==> src/rtl/cidle_pkg.sv <==
package cidle_pkg;

  typedef enum logic [1:0] {
    CS_C0 = 2'b00,
    CS_C1 = 2'b01,
    CS_C3 = 2'b10,
    CS_C6 = 2'b11
  } cstate_e;

  typedef enum logic [1:0] {
    PH_RUN   = 2'd0,
    PH_FLUSH = 2'd1,
    PH_RES   = 2'd2,
    PH_EXIT  = 2'd3
  } phase_e;

  function automatic cstate_e shallower(cstate_e a, cstate_e b);
    return (a < b) ? a : b;
  endfunction

endpackage

==> src/rtl/cidle_grant.sv <==
module cidle_grant
  import cidle_pkg::*;
(
  input  logic [1:0] req_depth,
  input  logic [1:0] lat_cap,
  input  logic       deep_disable,
  input  logic       irq_imminent,
  input  logic       pred_hot,
  output cstate_e    grant
);

  cstate_e cap_sw, cap_deep, cap_soon;

  always_comb begin
    cap_sw   = shallower(cstate_e'(req_depth), cstate_e'(lat_cap));
    cap_deep = deep_disable ? CS_C3 : CS_C6;
    cap_soon = (irq_imminent || pred_hot) ? CS_C1 : CS_C6;
    grant    = shallower(cap_sw, shallower(cap_deep, cap_soon));
  end

endmodule

==> src/rtl/cidle_predict.sv <==
module cidle_predict #(
  parameter int ACT_WIN    = 64,
  parameter int ACT_THRESH = 3
) (
  input  logic clk,
  input  logic rst_n,
  input  logic wake_pulse,
  output logic pred_hot
);

  localparam int WW = (ACT_WIN > 1) ? $clog2(ACT_WIN) : 1;
  localparam int TW = $clog2(ACT_THRESH + 1);

  logic [WW-1:0] win_q;
  logic [TW-1:0] cnt_q;
  logic          win_end;

  assign win_end  = (win_q == WW'(ACT_WIN - 1));
  assign pred_hot = (cnt_q >= TW'(ACT_THRESH));

  always_ff @(posedge clk or negedge rst_n) begin
    if (!rst_n) begin
      win_q <= '0;
      cnt_q <= '0;
    end else begin
      win_q <= win_end ? '0 : win_q + 1'b1;
      if (win_end)
        cnt_q <= '0;
      else if (wake_pulse && !pred_hot)
        cnt_q <= cnt_q + 1'b1;
    end
  end

endmodule

==> src/rtl/cidle_seq.sv <==
module cidle_seq
  import cidle_pkg::*;
#(
  parameter int NTHREADS = 2,
  parameter int LAT_C1   = 1,
  parameter int LAT_C3   = 8,
  parameter int LAT_C6   = 32
) (
  input  logic                clk,
  input  logic                rst_n,
  input  logic [NTHREADS-1:0] thread_idle,
  input  logic                wake_irq,
  input  logic                flush_done,
  input  cstate_e             grant,
  output cstate_e             cur,
  output logic                wake_pulse,
  output logic                run_en,
  output logic                clk_stop,
  output logic                pll_en,
  output logic                pwr_off,
  output logic                flush_req
);

  localparam int CW = $clog2(LAT_C6 + 1);

  phase_e        phase_q;
  cstate_e       cur_q;
  logic [CW-1:0] cnt_q;
  logic          all_idle, wake_evt;

  assign all_idle   = &thread_idle;
  assign wake_evt   = wake_irq || !all_idle;
  assign wake_pulse = wake_evt && (phase_q == PH_RES || phase_q == PH_FLUSH);
  assign cur        = cur_q;

  function automatic logic [CW-1:0] exit_load(cstate_e s);
    case (s)
      CS_C3:   return CW'(LAT_C3 - 1);
      CS_C6:   return CW'(LAT_C6 - 1);
      default: return CW'(LAT_C1 - 1);
    endcase
  endfunction

  always_ff @(posedge clk or negedge rst_n) begin
    if (!rst_n) begin
      phase_q <= PH_RUN;
      cur_q   <= CS_C0;
      cnt_q   <= '0;
    end else begin
      case (phase_q)
        PH_RUN: begin
          if (all_idle && !wake_irq && grant != CS_C0) begin
            if (grant == CS_C6) begin
              phase_q <= PH_FLUSH;
              cur_q   <= CS_C1;
            end else begin
              phase_q <= PH_RES;
              cur_q   <= grant;
            end
          end
        end
        PH_FLUSH: begin
          if (wake_evt) begin
            phase_q <= PH_EXIT;
            cnt_q   <= exit_load(CS_C1);
          end else if (flush_done) begin
            phase_q <= PH_RES;
            cur_q   <= CS_C6;
          end
        end
        PH_RES: begin
          if (wake_evt) begin
            phase_q <= PH_EXIT;
            cnt_q   <= exit_load(cur_q);
          end
        end
        default: begin
          if (cnt_q == '0) begin
            phase_q <= PH_RUN;
            cur_q   <= CS_C0;
          end else begin
            cnt_q <= cnt_q - 1'b1;
          end
        end
      endcase
    end
  end

  always_comb begin
    run_en    = 1'b0;
    clk_stop  = 1'b0;
    pll_en    = 1'b1;
    pwr_off   = 1'b0;
    flush_req = 1'b0;
    case (phase_q)
      PH_RUN:   run_en = 1'b1;
      PH_FLUSH: flush_req = 1'b1;
      PH_RES: begin
        clk_stop = (cur_q != CS_C1);
        pll_en   = (cur_q == CS_C1);
        pwr_off  = (cur_q == CS_C6);
      end
      default:  clk_stop = (cur_q != CS_C1);
    endcase
  end

endmodule

==> src/rtl/core_idle_ctrl.sv <==
module core_idle_ctrl
  import cidle_pkg::*;
#(
  parameter int NTHREADS   = 2,
  parameter int LAT_C1     = 1,
  parameter int LAT_C3     = 8,
  parameter int LAT_C6     = 32,
  parameter int ACT_WIN    = 64,
  parameter int ACT_THRESH = 3
) (
  input  logic                clk,
  input  logic                rst_n,
  input  logic [NTHREADS-1:0] thread_idle,
  input  logic [1:0]          req_depth,
  input  logic [1:0]          lat_cap,
  input  logic                deep_disable,
  input  logic                irq_imminent,
  input  logic                wake_irq,
  input  logic                flush_done,
  output logic [1:0]          cur_state,
  output logic                run_en,
  output logic                clk_stop,
  output logic                pll_en,
  output logic                pwr_off,
  output logic                flush_req
);

  cstate_e grant, cur;
  logic    pred_hot, wake_pulse;

  cidle_grant u_grant (
    .req_depth    (req_depth),
    .lat_cap      (lat_cap),
    .deep_disable (deep_disable),
    .irq_imminent (irq_imminent),
    .pred_hot     (pred_hot),
    .grant        (grant)
  );

  cidle_predict #(
    .ACT_WIN    (ACT_WIN),
    .ACT_THRESH (ACT_THRESH)
  ) u_pred (
    .clk        (clk),
    .rst_n      (rst_n),
    .wake_pulse (wake_pulse),
    .pred_hot   (pred_hot)
  );

  cidle_seq #(
    .NTHREADS (NTHREADS),
    .LAT_C1   (LAT_C1),
    .LAT_C3   (LAT_C3),
    .LAT_C6   (LAT_C6)
  ) u_seq (
    .clk         (clk),
    .rst_n       (rst_n),
    .thread_idle (thread_idle),
    .wake_irq    (wake_irq),
    .flush_done  (flush_done),
    .grant       (grant),
    .cur         (cur),
    .wake_pulse  (wake_pulse),
    .run_en      (run_en),
    .clk_stop    (clk_stop),
    .pll_en      (pll_en),
    .pwr_off     (pwr_off),
    .flush_req   (flush_req)
  );

  assign cur_state = cur;

endmodule

==> config.mk <==
export PLATFORM = sky130hd
export DESIGN_NAME = core_idle_ctrl
export DESIGN_NICKNAME = d
export VERILOG_FILES = /design/src/rtl/cidle_pkg.sv /design/src/rtl/cidle_grant.sv /design/src/rtl/cidle_predict.sv /design/src/rtl/cidle_seq.sv /design/src/rtl/core_idle_ctrl.sv
export SDC_FILE = /design/constraint.sdc
export NUM_CORES = 1
export LEC_CHECK = 0
export BUFFER_PORTS_ARGS = -buffer_cell sky130_fd_sc_hd__buf_2
export CORE_MARGIN = 2
export CORE_UTILIZATION = 50
export DETAILED_ROUTE_END_ITERATION = 6
export PLACE_DENSITY_LB_ADDON = 0.05
export SYNTH_ARGS = -nofsm -noshare
export SYNTH_HDL_FRONTEND = slang
export SYNTH_SLANG_ARGS = --single-unit
==> constraint.sdc <==
create_clock -name clk -period 2.8 [get_ports clk]
set_clock_uncertainty 0.2 [all_clocks]
set_input_delay 0.56 -clock clk [delete_from_list [all_inputs] [get_ports clk]]
set_output_delay 0.56 -clock clk [all_outputs]
set_load 0.01 [all_outputs]
Word-level counts from Yosys, hierarchy flattened

Index checks and enable logic that the tools add are counted.

Register bits: 18
Input bits: 12
Word-level logic and storage cells: 80
Output and inout port bits: 7

Add/sub/neg operators: 3
Bitwise gates (word level): 2
Reductions and logical operators: 21
$lt $le $gt $ge: 4
Multiplexer cells: 30
Equality and inequality tests: 15

Operators by type and width:

| cell                                                                | count |
|---|---|
| 2-bit 2-to-1 mux                                                    | 16 |
| 6-bit 2-to-1 mux                                                    | 4 |
| 6-bit case mux with 3 select lines                                  | 1 |
| 2-bit case mux with 3 select lines                                  | 2 |
| 5-bit case mux with 2 select lines                                  | 1 |
| 2-bit == test (second input constant)                               | 4 |
| 2-bit by 1-bit != test with 1-bit output (second input constant)    | 4 |
| 4-bit AND reduction                                                 | 2 |
| 6-bit by 1-bit adder with 6-bit output (second input constant)      | 1 |
| 6-bit == test (second input constant)                               | 1 |
| 6-bit zero test                                                     | 1 |
| 2-bit < comparator                                                  | 3 |
| 1-bit 2-to-1 mux                                                    | 6 |
| 6-bit by 1-bit subtractor with 6-bit output (second input constant) | 1 |
| 5-bit AND reduction                                                 | 1 |
| 2-bit by 1-bit == test with 1-bit output (second input constant)    | 2 |
| 1-bit logical AND                                                   | 4 |
| 2-bit != test (second input constant)                               | 2 |
| 2-bit nonzero test                                                  | 2 |
| 4-bit nonzero test                                                  | 1 |
| 1-bit zero test                                                     | 3 |
| 1-bit logical OR                                                    | 3 |
| 3-bit by 1-bit != test with 1-bit output (second input constant)    | 1 |
| 3-bit by 2-bit != test with 1-bit output (second input constant)    | 1 |
| 7 further kinds                                                     | 8 |

Depth between registers and ports, before layout

Depth after elaboration: 11
Depth in mapped cells: 9
Mapped depth without buffers: 9

Cells and area by module

Synthesis repeated with hierarchy kept, for this count alone.

Cells, all modules: 134
Area, all modules: 1237.4 µm²

Modules (own cells, without submodules):

| module        | cells each | times used | seq. area each (µm²) | area an instance (µm²) |
|---|---|---|---|---|
| cidle_seq     | 92         | 1          | 250.2                | 794.5 |
| cidle_predict | 30         | 1          | 200.2                | 355.3 |
| cidle_grant   | 12         | 1          | 0.0                  | 87.6 |

Worst setup path after synthesis

No wires, ideal clock.

Path type: input to register
From: input req_depth[1]
To: register u_seq.cur_q[1], in the netlist u_seq.cur[1]
Setup slack: 0.486 ns
Data required time: 2.475 ns
Arrival time: 1.989 ns
Stages on the path: 7
Path buffers: 0
Setup time: 0.125 ns
Cell sequence: ha_1 -> ha_1 -> nand2b_1 -> a32o_1 -> a21oi_1 -> o311a_2 -> mux2_2

Longest elaborated chain between the ends: 8
Elaborated cells between the ends (all ways): 12
Classes of those cells: order compare (2); eq/ne (2); mux (5); reduce/logical (3)

Ends and longest elaborated chain:

| element                                                                             | RTL line                         | text |
|---|---|---|
| start, declared                                                                     | core_idle_ctrl.sv:14             | `input logic [1:0] req_depth,` |
| 2-bit < comparator                                                                  | cidle_pkg.sv:18                  | `return (a < b) ? a : b;` |
| 2-bit 2-to-1 mux *                                                                  | cidle_pkg.sv:18                  |  |
| 2-bit < comparator                                                                  | cidle_pkg.sv:18                  |  |
| 2-bit 2-to-1 mux *                                                                  | cidle_pkg.sv:18                  |  |
| 2-bit == test / 2-bit nonzero test (equally long branches)                          | cidle_seq.sv:53, cidle_seq.sv:52 |  |
| 2-bit 2-to-1 mux / 1-bit logical AND (equally long branches)                        | cidle_seq.sv:53, cidle_seq.sv:52 |  |
| 2-bit 2-to-1 mux / 2-bit by 1-bit != test with 1-bit output (equally long branches) | -                                |  |
| 2-bit case mux with 3 select lines / 5-bit AND reduction (equally long branches)    | -                                |  |
| end signal, assigned                                                                | cidle_seq.sv:58                  | `cur_q <= grant;` |
| end, declared                                                                       | cidle_seq.sv:27                  | `cstate_e cur_q;` |

Every way passes the cells marked *; elsewhere a longest branch is shown, timed or not. The select of a mux whose other input is x is not followed.
A chain may end at the register's enable or synchronous reset.

Worst setup path after layout

From: register u_pred.cnt_q[0]
To: register u_seq.cur_q[1], in the netlist u_seq.cur[1]

Longest elaborated chain between the ends: 11
Elaborated cells between the ends (all ways): 15
Classes of those cells: order compare (3); eq/ne (2); mux (6); reduce/logical (4)

Ends and longest elaborated chain:

| element                                                                             | RTL line                         | text |
|---|---|---|
| start, declared                                                                     | cidle_predict.sv:15              | `logic [TW-1:0] cnt_q;` |
| start signal, assigned                                                              | cidle_predict.sv:30              | `cnt_q <= cnt_q + 1'b1;` |
| 2-bit greater-or-equal comparator *                                                 | cidle_predict.sv:19              | `assign pred_hot = (cnt_q >= TW'(ACT_THRESH));` |
| 1-bit logical OR *                                                                  | cidle_grant.sv:17                | `cap_soon = (irq_imminent \|\| pred_hot) ? CS_C1 : CS_C6;` |
| 2-bit 2-to-1 mux *                                                                  | cidle_grant.sv:17                |  |
| 2-bit < comparator                                                                  | cidle_pkg.sv:18                  |  |
| 2-bit 2-to-1 mux *                                                                  | cidle_pkg.sv:18                  |  |
| 2-bit < comparator                                                                  | cidle_pkg.sv:18                  |  |
| 2-bit 2-to-1 mux *                                                                  | cidle_pkg.sv:18                  |  |
| 2-bit == test / 2-bit nonzero test (equally long branches)                          | cidle_seq.sv:53, cidle_seq.sv:52 |  |
| 2-bit 2-to-1 mux / 1-bit logical AND (equally long branches)                        | cidle_seq.sv:53, cidle_seq.sv:52 |  |
| 2-bit 2-to-1 mux / 2-bit by 1-bit != test with 1-bit output (equally long branches) | -                                |  |
| 2-bit case mux with 3 select lines / 5-bit AND reduction (equally long branches)    | -                                |  |

Marked as above.

==> flow_summary.toml <==
[clocking]
clk_pin_slew_ns = 0.11
cts_buffer_depth = 2
cts_sinks = 18
clkLatencyLatePin_ns = 0.30
ctsResizeCount = 0
htree_levels = 1
cts_tree = "done"
cts_root_buffer = "clkbuf_4"
cts_made_buffers = 3
post-cts-setup-buffers = 0

[floorplan]
ioPinCount = 19
fp.dieW_um = 53.5
fp.dieH_um = 53.5
start_util_pct = 54.3
die_area_um2 = 2860
placementRows = 17
design.core.area_um2 = 2250

[outcome]
outcome = "finished, final reports clean"

[synthesis]
syn_area_um2 = 1220
syn_avg_cell_area_um2 = 9.50
synthFlopType = "dfrtp_1"
synth_most_common_cell = "dfrtp_1"
synth_edf_count = 0
yosys-top-cells-area = "dfrtp_1, ha_1, nor2_1, a21oi_1, mux2i_1"
synth_top_area_share_pct = 36.8
async_flop_share_pct = 100
synth.net_count = 153
synth_cell_types = 40
ys_ff_latch = 18
synth_common_cells = "dfrtp_1, nor2_1, ha_1, a21oi_1, inv_1"
synth-seq-area-share_pct = 36.8
synth_cells = 129
yosysTopAreaCell = "dfrtp_1"
ys_warn_count = 0

[cells_and_area]
syn2layout_area_growth_pct = 11.8
nFillCells = 224
multi_input_area_um2 = 711
regArea_um2 = 450
fin_area_um2 = 1370
diodes = 0
drive_above_1_share_pct = 23.6
nNetsFinal = 173

[worst_setup_path]
worst_path_max_delay_cell = "dfrtp_1"
cp_slowest_stage_delay_ns = 0.40
cp-start-kind = "register"
arrival_ns = 2.44
crit_type = "register to register"
cp_max_fo = 3
cp.required_ns = 2.80
cp-end-kind = "register"
worstPathCellList = "ha_1 > nor2_1 > inv_1 > ha_1 > nand2b_1 > a32o_1 > a21oi_1 > o311a_2 > mux2_2"
cp_common_cell = "ha_1"

[route]
vias = 1005
drc_errors = 0
postRouteAntennaNets = 0
dr.pass1.iters = 4
routed_wl_um = 2320
drt-initial-drc-count = 18
wire_per_inst_um = 13.2
vias_per_cell = 5.71

[place]
dp_hpwl_um = 1830
port_buffers = 18
routabilityCongestion = 0.807
post_dp_cell_area_um2 = 1320

[power]
ir_drop_mv = 0.592
p_per_area_nw_per_um2 = 1060
fin_total_pwr_mw = 1.45
p_leak_nw = 0.667

[sta]
fmax_ghz = 0.410
finalHoldViolCount = 0
finalSetupViolations = 0
tightestPinTransition_ns = 0.388
relSlewSlack_pct = 74.1
slew_violations = 0
finalCritPeriodShare_pct = 87.1
rsz0062_at_grt = "false"
fin_crit_ns = 2.44
timing.setup.tns_ns = 0

[global_route]
overflow = 0
grt_pass1_vias = 938
grt_usage_pct = 19.4
grt_pass1_wl_um = 4080
antenna_found_initial = 0
grt_max_degree = 19

[min_path]
hold_path.class = "register to register"

[run]
drv_cap = 0
per-layer routing:
metal  wire length [um]  GRT usage [%]
met1               1070           23.8
met2               1180           34.2
met3                 75           5.08
met4                  0           2.99
met5                  0              0
sequential cells by signal (all words and copies together) (netlist names):
signal,flops
u_pred.cnt_q,2
u_pred.win_q,6
u_seq.cnt_q,6
u_seq.cur,2
u_seq.phase_q,2
power by group:
part	total (mW)	internal (mW)	switching (mW)	leakage, nW
logic	0.865	0.392	0.473	0.427
registers	0.419	0.342	0.0766	0.219
clock network	0.163	0.0792	0.0838	0.0210
total	1.45	0.813	0.634	0.667
layout make-up:
cell class | count | area share, %
clock buffers | 4 | 2.65
inverters | 10 | 2.74
multi-input cells | 97 | 51.9
flip-flops and latches | 18 | 32.9
well taps | 28 | 2.56
repair buffers | 19 | 7.31
final timing paths:
| path | startpoint | end | slack (ns) | cells after the start |
|---|---|---|---|---|
| min in group asynchronous | rst_n | u_seq.phase_q[0] | 0.50 | 2 |
| min | u_pred.win_q[4] | u_pred.win_q[4] | 0.29 | 1 |
| max reg2reg | u_pred.cnt_q[0] | u_seq.cur[1] | 0.36 | 9 |
| min reg2reg | u_pred.win_q[4] | u_pred.win_q[4] | 0.29 | 1 |
| max in group asynchronous | rst_n | u_pred.win_q[5] | 1.61 | 2 |
| max | u_pred.cnt_q[0] | u_seq.cur[1] | 0.36 | 9 |
cell usage in the layout, fill, tap and decap left out, types with 2 or more instances in the layout:
cell type / instances
o22ai_1: 2
inv_1: 10
nand2_1: 6
o311a_2: 2
a21oi_1: 10
nor2b_1: 2
nor2_1: 14
dfrtp_1: 18
or3_1: 4
mux2i_1: 4
xor2_1: 3
nand3_1: 5
or4_2: 2
o21ai_0: 5
buf_2: 18
o31ai_1: 4
clkbuf_4: 3
ha_1: 12
worst max-delay path, delay by kind of cell (launching register included):
| kind | cells | cell delay [ns] |
|---|---|---|
| AOI/OAI and AO/OA | 3 | 0.63 |
| adders and majority gates | 2 | 0.42 |
| buffers and inverters | 1 | 0.06 |
| DFF | 1 | 0.40 |
| muxes | 1 | 0.32 |
| and+or+nand+nor | 2 | 0.31 |
logic make-up after synthesis:
family                   share of synthesized area, %
multiplexers                                     4.19
AND/OR/NAND/NOR                                  20.2
buffers and inverters                            5.21
XOR/XNOR                                         2.86
flip-flops                                       36.8
adder cells (fa/ha/maj)                          12.3
AO/OA/AOI/OAI                                    18.5
through the flow:
stage / setup slack (ns) / cells / util [%] / hold WS, ns
5_1_grt: 0.233 / 176 / 60.8 / 0.301
4_1_cts: 0.356 / 176 / 60.8 / 0.287
3_3_place_gp: 0.306 / 171 / 58.7 / 0.263
3_5_place_dp: 0.267 / 171 / 58.7 / 0.265
6_report: 0.360 / 176 / 60.8 / 0.288
2_1_floorplan: 0.486 / 129 / - / 0.0644
repair_timing:
| action | 4_1_cts | 5_1_grt |
|---|---|---|
| endpoints found under the setup margin | 0 | 0 |
| hold buffers | 1 | 0 |
| hold endpoints to repair | 18 | 0 |
No activity file was read; power rests on OpenSTA's default activity.
